--- config.mk ---
export PLATFORM = sky130hd
export DESIGN_NAME = qpp_addr_gen
export DESIGN_NICKNAME = d
export VERILOG_FILES = /design/src/rtl/qpp_pkg.sv /design/src/rtl/qpp_size_check.sv /design/src/rtl/qpp_mod_add.sv /design/src/rtl/qpp_ctrl.sv /design/src/rtl/qpp_addr_gen.sv
export SDC_FILE = /design/constraint.sdc
export NUM_CORES = 1
export LEC_CHECK = 0
export ABC_AREA = 1
export CAP_MARGIN = 30
export CORE_ASPECT_RATIO = 1.5
export CORE_MARGIN = 3
export CORE_UTILIZATION = 30
export CTS_BUF_LIST = sky130_fd_sc_hd__clkbuf_16
export CTS_CLUSTER_DIAMETER = 60
export CTS_CLUSTER_SIZE = 14
export DETAILED_ROUTE_END_ITERATION = 8
export PLACE_DENSITY_LB_ADDON = 0.3
export SLEW_MARGIN = 5
export SYNTH_ARGS = -nofsm -noshare
export SYNTH_HDL_FRONTEND = slang
export SYNTH_SLANG_ARGS = --single-unit
export TNS_END_PERCENT = 5
--- constraint.sdc ---
create_clock -name clk -period 3.75 [get_ports clk]
set_clock_uncertainty 0.1 [all_clocks]
set_input_delay 0.375 -clock clk [delete_from_list [all_inputs] [get_ports clk]]
set_output_delay 0.375 -clock clk [all_outputs]
set_load 0.03 [all_outputs]
--- src/rtl/qpp_pkg.sv ---
`timescale 1ns/1ps
package qpp_pkg;
   typedef enum logic [1:0] {
      GEN_IDLE = 2'd0,
      GEN_RUN  = 2'd1,
      GEN_BAD  = 2'd2
   } gen_state_e;

   // size grid: segment s accepts LO < k <= HI with k a multiple of 2**SH
   localparam int unsigned NUM_SEG = 4;
   localparam int unsigned SEG_LO [NUM_SEG] = '{39, 512, 1024, 2048};
   localparam int unsigned SEG_HI [NUM_SEG] = '{512, 1024, 2048, 6144};
   localparam int unsigned SEG_SH [NUM_SEG] = '{3, 4, 5, 6};
   localparam int unsigned K_LARGEST = 6144;
endpackage

--- src/rtl/qpp_size_check.sv ---
`timescale 1ns/1ps
module qpp_size_check
   import qpp_pkg::*;
#(
   parameter int unsigned KW         = 13,
   parameter bit          CHECK_GRID = 1'b1
) (
   input  logic [KW-1:0] k,
   output logic          legal
);
   generate
      if (CHECK_GRID) begin : g_grid
         logic [NUM_SEG-1:0] seg_ok;
         for (genvar s = 0; s < NUM_SEG; s++) begin : g_seg
            localparam logic [KW-1:0] LO   = KW'(SEG_LO[s]);
            localparam logic [KW-1:0] HI   = KW'(SEG_HI[s]);
            localparam logic [KW-1:0] MASK = KW'((1 << SEG_SH[s]) - 1);
            assign seg_ok[s] = (k > LO) && (k <= HI) && ((k & MASK) == '0);
         end
         assign legal = |seg_ok;
      end else begin : g_any
         assign legal = (k > KW'(1));
      end
   endgenerate
endmodule

--- src/rtl/qpp_mod_add.sv ---
`timescale 1ns/1ps
module qpp_mod_add #(
   parameter int unsigned W          = 13,
   parameter bit          BORROW_SEL = 1'b1
) (
   input  logic [W-1:0] a,
   input  logic [W-1:0] b,
   input  logic [W-1:0] m,
   output logic [W-1:0] y
);
   // operands are below m, so one subtraction of m completes the reduction
   logic [W:0] sum;
   assign sum = {1'b0, a} + {1'b0, b};

   generate
      if (BORROW_SEL) begin : g_borrow
         logic [W+1:0] diff;
         logic         unused_top;
         assign diff       = {1'b0, sum} - {2'b00, m};
         assign unused_top = diff[W];
         assign y          = diff[W+1] ? sum[W-1:0] : diff[W-1:0];
      end else begin : g_cmp
         logic [W:0] diff;
         logic       unused_top;
         assign diff       = sum - {1'b0, m};
         assign unused_top = diff[W];
         assign y          = (sum >= {1'b0, m}) ? diff[W-1:0] : sum[W-1:0];
      end
   endgenerate
endmodule

--- src/rtl/qpp_ctrl.sv ---
`timescale 1ns/1ps
module qpp_ctrl
   import qpp_pkg::*;
#(
   parameter int unsigned KW = 13
) (
   input  logic          clk,
   input  logic          rst_n,
   input  logic          start,
   input  logic          size_ok,
   input  logic [KW-1:0] size_in,
   input  logic          advance,
   output logic          run,
   output logic          bad,
   output logic          last,
   output logic          step
);
   gen_state_e    st;
   logic [KW-1:0] idx;
   logic [KW-1:0] top_idx;

   always_ff @(posedge clk or negedge rst_n) begin
      if (!rst_n) begin
         st      <= GEN_IDLE;
         idx     <= '0;
         top_idx <= '0;
      end else if (start) begin
         st      <= size_ok ? GEN_RUN : GEN_BAD;
         idx     <= '0;
         top_idx <= size_in - KW'(1);
      end else if (st == GEN_RUN && advance) begin
         if (idx == top_idx) st <= GEN_IDLE;
         else                idx <= idx + KW'(1);
      end
   end

   assign run  = (st == GEN_RUN);
   assign bad  = (st == GEN_BAD);
   assign last = run && (idx == top_idx);
   assign step = run && advance;
endmodule

--- src/rtl/qpp_addr_gen.sv ---
`timescale 1ns/1ps
module qpp_addr_gen
   import qpp_pkg::*;
#(
   parameter int unsigned KW         = 13,
   parameter bit          CHECK_GRID = 1'b1,
   parameter bit          BORROW_SEL = 1'b1
) (
   input  logic          clk,
   input  logic          rst_n,
   input  logic          start,
   input  logic [KW-1:0] cfg_k,
   input  logic [KW-1:0] cfg_f1,
   input  logic [KW-1:0] cfg_f2,
   input  logic          advance,
   output logic [KW-1:0] addr_o,
   output logic          valid_o,
   output logic          last_o,
   output logic          bad_size_o
);
   generate
      if (KW < 4) begin : g_kw_small
         $error("qpp_addr_gen: KW must be at least 4");
      end
      if (CHECK_GRID && ((64'd1 << KW) <= 64'(K_LARGEST))) begin : g_kw_grid
         $error("qpp_addr_gen: KW too narrow for the size grid");
      end
   endgenerate

   logic [KW-1:0] k_q, d_q, pi_q, g_q;
   logic [KW-1:0] g0, d0, pi_nx, g_nx;
   logic          size_ok, step, load;

   qpp_size_check #(.KW(KW), .CHECK_GRID(CHECK_GRID)) u_size (
      .k(cfg_k), .legal(size_ok)
   );

   // start values: first difference and constant second difference
   qpp_mod_add #(.W(KW), .BORROW_SEL(BORROW_SEL)) u_g0 (
      .a(cfg_f1), .b(cfg_f2), .m(cfg_k), .y(g0)
   );
   qpp_mod_add #(.W(KW), .BORROW_SEL(BORROW_SEL)) u_d0 (
      .a(cfg_f2), .b(cfg_f2), .m(cfg_k), .y(d0)
   );
   // per-step recurrence
   qpp_mod_add #(.W(KW), .BORROW_SEL(BORROW_SEL)) u_pi (
      .a(pi_q), .b(g_q), .m(k_q), .y(pi_nx)
   );
   qpp_mod_add #(.W(KW), .BORROW_SEL(BORROW_SEL)) u_g (
      .a(g_q), .b(d_q), .m(k_q), .y(g_nx)
   );

   qpp_ctrl #(.KW(KW)) u_ctrl (
      .clk(clk), .rst_n(rst_n), .start(start), .size_ok(size_ok),
      .size_in(cfg_k), .advance(advance), .run(valid_o), .bad(bad_size_o),
      .last(last_o), .step(step)
   );

   assign load = start && size_ok;

   always_ff @(posedge clk or negedge rst_n) begin
      if (!rst_n) begin
         k_q  <= '0;
         d_q  <= '0;
         g_q  <= '0;
         pi_q <= '0;
      end else if (load) begin
         k_q  <= cfg_k;
         d_q  <= d0;
         g_q  <= g0;
         pi_q <= '0;
      end else if (step) begin
         pi_q <= pi_nx;
         g_q  <= g_nx;
      end
   end

   assign addr_o = pi_q;
endmodule

==> flow_metrics.py, run 1 <==
metrics = {
    "outcome": {
        "status": "finished clean",
    },
    "critical_path": {
        "r2r_setup_slack_ns": 0.24,
        "timing.rr.start": "g_q[0]",
        "worstPathRequired_ns": 3.89,
        "worstSetupStartpoint": "g_q[0]",
        "startpoint_type": "flip-flop",
        "cp-end-kind": "flip-flop",
        "rr_endpoint": "addr_o[12]",
        "worstPathMaxFanout": 15,
        "worstRegToRegCells": 21,
        "endpoint": "addr_o[12]",
        "critical_path_arrival_ns": 3.65,
        "critPathKind": "flip-flop to flip-flop",
    },
    "synthesis": {
        "synth_top_family_by_area": "simple AND/OR/NAND/NOR gates",
        "syn_area_per_cell_um2": 6.06,
        "synthArstFlopShare_pct": 100,
        "synthFlopType": "dfrtp_1",
        "yosys-top-cells-area": "nand2_1, dfrtp_1, ha_1",
        "syn_inst": 1584,
        "ys.warnings.count": 0,
        "synth.most_common_cell": "nand2_1",
        "ys_ff_latch": 80,
        "synth_fa_ha_area_share_pct": 13.7,
        "synth_seq_area_share_pct": 20.8,
        "synth_top_area_share_pct": 23.2,
        "muxShareOfSynthArea_pct": 0,
        "yosys.area_share.simple_pct": 39.8,
        "synth_compound_area_share_pct": 9.25,
        "synth_common_cells": "nand2_1, inv_1, nand3_1",
        "yosys.area_share.xor_xnor_pct": 6.29,
        "synth_top_area_cell": "nand2_1",
        "synth_edf_count": 0,
        "syn_area_mm2": 0.00961,
        "syn-num-nets": 1728,
        "ys_types": 39,
    },
    "floorplanning": {
        "rows": 79,
        "chipWidth_um": 152,
        "dieArea_mm2": 0.0342,
        "coreArea_mm2": 0.0313,
        "ios": 59,
        "start_util_pct": 30.7,
        "dieHeight_um": 225,
    },
    "clocking": {
        "cts_sinks": 80,
        "clk_latency_ns": 0.36,
        "cts_tree": "done",
        "htree_levels": 3,
        "clock_tree.root_cell": "clkbuf_16",
        "path_clk_slew_ns": 0.07,
        "ctsLongestPathBuffers": 2,
        "cts_buffers": 9,
        "cts_setup_buffers": 0,
    },
    "layout": {
        "syn2layout_area_growth_pct": 18.9,
        "nets": 1825,
        "fin_area_mm2": 0.0114,
        "diodes": 0,
        "layout-drive-gt1-share_pct": 6.88,
    },
    "placed_design": {
        "dpl_cell_area_mm2": 0.0110,
        "dp_hpwl_um": 27300,
        "port_buffers": 58,
        "pre_cts_ws_ns": -0.0133,
        "gp_congestion": 0.972,
    },
    "grt": {
        "antenna_found_initial": 0,
        "grt_pass1_vias": 10300,
        "track_usage_pct": 18.9,
        "overflow": 0,
        "grt_pass1_wl_um": 52100,
        "grt_max_degree": 52,
    },
    "power_and_ir_drop": {
        "switchingPower_uw": 4140,
        "seqPwrFrac_pct": 14.9,
        "combinationalPowerShare_pct": 73.4,
        "pwr-share-clk_pct": 11.7,
        "powerDensity_mw_per_mm2": 690,
        "switching_share_pct": 52.5,
        "irDropWorstVdd_uv": 330,
        "p_leak_uw": 0.00623,
        "p_int_uw": 3740,
    },
    "detailed_routing": {
        "dr_total_vias": 10300,
        "wl_met3_um": 973,
        "viasPerCell": 4.92,
        "drc": 0,
        "highest_layer": "met4",
        "drt-pass1-iter-count": 5,
        "ant_nets": 0,
        "drt-met1-wl_um": 12400,
        "wl_met2_um": 17200,
        "drtIter0Drc": 531,
        "drt-wirelength-per-cell_um": 15.6,
        "wl_um": 32600,
    },
    "sta": {
        "tightest_slew_ns": 0.873,
        "hold_viol_final": 0,
        "setup_viol": 0,
        "period_minus_slack_ns": 3.51,
        "timing.final.ws_setup_ns": 0.238,
        "rsz0062_at_grt": "no",
        "max_freq_ghz": 0.285,
        "slew_viol_final": 0,
        "fin_crit_sh_pct": 93.7,
        "max-slew-margin-rel_pct": 41.6,
    },
    "flow_run": {
        "max_cap_viol_count": 0,
    },
    "hold_path": {
        "hold_path_class": "primary input to async pin",
    },
}
-- power groups by stage --
stage | Sequential (uW) | Clock [uW] | Combinational, uW
2_1_floorplan | 1120 | 0 | 3990
3_3_place_gp | 1180 | 0 | 5600
3_5_place_dp | 1190 | 0 | 5620
4_1_cts | 1170 | 944 | 5660
5_1_grt | 1200 | 970 | 6560
6_report | 1180 | 920 | 5790
-- flip-flops by register name (all words and copies together) (netlist names) --
register	count
addr_o	13
d_q	13
g_q	13
k_q	13
u_ctrl.idx	13
u_ctrl.st	2
u_ctrl.top_idx	13
-- cell usage in the layout (no fill, tap or decap), types with 4 or more instances in the layout --
cell and instances:
inv_1 209, o21bai_1 5, nor2_2 5, fa_1 6, a21o_1 4, a31oi_1 5
nand4_1 23, o21ai_1 22, a21oi_1 70, dfrtp_1 79, xnor2_1 22, o211ai_1 4
clkbuf_16 9, inv_2 6, nand3_1 151, clkdlybuf4s50_1 57, nor3_1 16, buf_4 55
xor2_1 43, o21ai_0 39, nand2_1 594, ha_1 88, nor2_1 115, or2_2 6
-- kinds of logic after synthesis --
family / Yosys count
flip-flops: 80
adder cells (fa/ha/maj): 101
AND/OR/NAND/NOR: 926
AO/OA/AOI/OAI: 163
buffers and inverters: 245
XOR/XNOR: 69
-- through the flow --
step,utilization [%],cells,setup TNS [ns],total power (uW),hold WS [ns]
floorplan,-,1584,0,5100,-0.0206
finish,36.5,2091,0,7880,0.327
CTS,36.1,2091,0,7780,0.326
detailed placement,35.1,2074,-0.0585,6810,0.176
global route,36.5,2091,0,8730,0.374
global placement,35.1,2074,0,6780,0.178
-- how the worst min path moves through the flow --
stage           from  slack [ns]  cells past startpoint                  to
2_1_floorplan  rst_n       -0.02                      0           addr_o[0]
3_3_place_gp   rst_n        0.18                      1  u_ctrl.top_idx[11]
3_5_place_dp   rst_n        0.18                      1  u_ctrl.top_idx[11]
4_1_cts        rst_n        0.33                      2  u_ctrl.top_idx[11]
5_1_grt        rst_n        0.37                      2  u_ctrl.top_idx[11]
6_report       rst_n        0.33                      2  u_ctrl.top_idx[11]
-- per-layer routing --
layer  GRT usage [%]  up-vias
met5               0        -
met4            11.8        0
met3            1.69       92
met2            36.4      235
met1            19.5     4708
li1                -     5248
-- area by class of cell --
type,instances,area [um2]
clock buffers,9,225
clock inverters,7,76.3
fillers,3385,19900
inverters,215,807
multi-input cells,1259,6750
flip-flops and latches,80,2000
well taps,405,507
repair buffers,116,1050
-- what timing repair did --
item / 4_1_cts / 5_1_grt
pin swaps: 0 / 0
hold buffers: 1 / 0
endpoints found under the hold margin: 20 / 0
setup endpoints to repair: 1 / 24
gates resized for setup: 1 / 22
-- worst max-delay path, stage by stage (launching register included) --
cell	delay (ns)
dfrtp_2	0.46
ha_2	0.22
inv_1	0.11
fa_2	0.23
buf_4	0.12
inv_1	0.04
nand3_1	0.08
nand3_1	0.11
or2_2	0.30
nand2_1	0.12
inv_1	0.06
ha_1	0.31
inv_1	0.09
nor3_2	0.18
nand3_1	0.09
nand3_1	0.13
nand2_1	0.09
nand2_1	0.11
buf_12	0.15
o21ai_0	0.08
nand3_1	0.14
nand2_1	0.07
Power figures use the tool's default switching activity.
==> run 2, diff against run 1 <==
==> constraint.sdc (replaced) <==
create_clock -name clk -period 3.75 [get_ports clk]
set_clock_uncertainty 0.1 [all_clocks]
set_input_delay 0.375 -clock clk [delete_from_list [all_inputs] [get_ports clk]]
set_output_delay 0.375 -clock clk [all_outputs]
set_load 0.05 [all_outputs]
==> results of run 2 <==
The final DEF is identical to that of run 1. Status: finished clean.
Among the figures that moved: total power 7880 uW -> 7890 uW
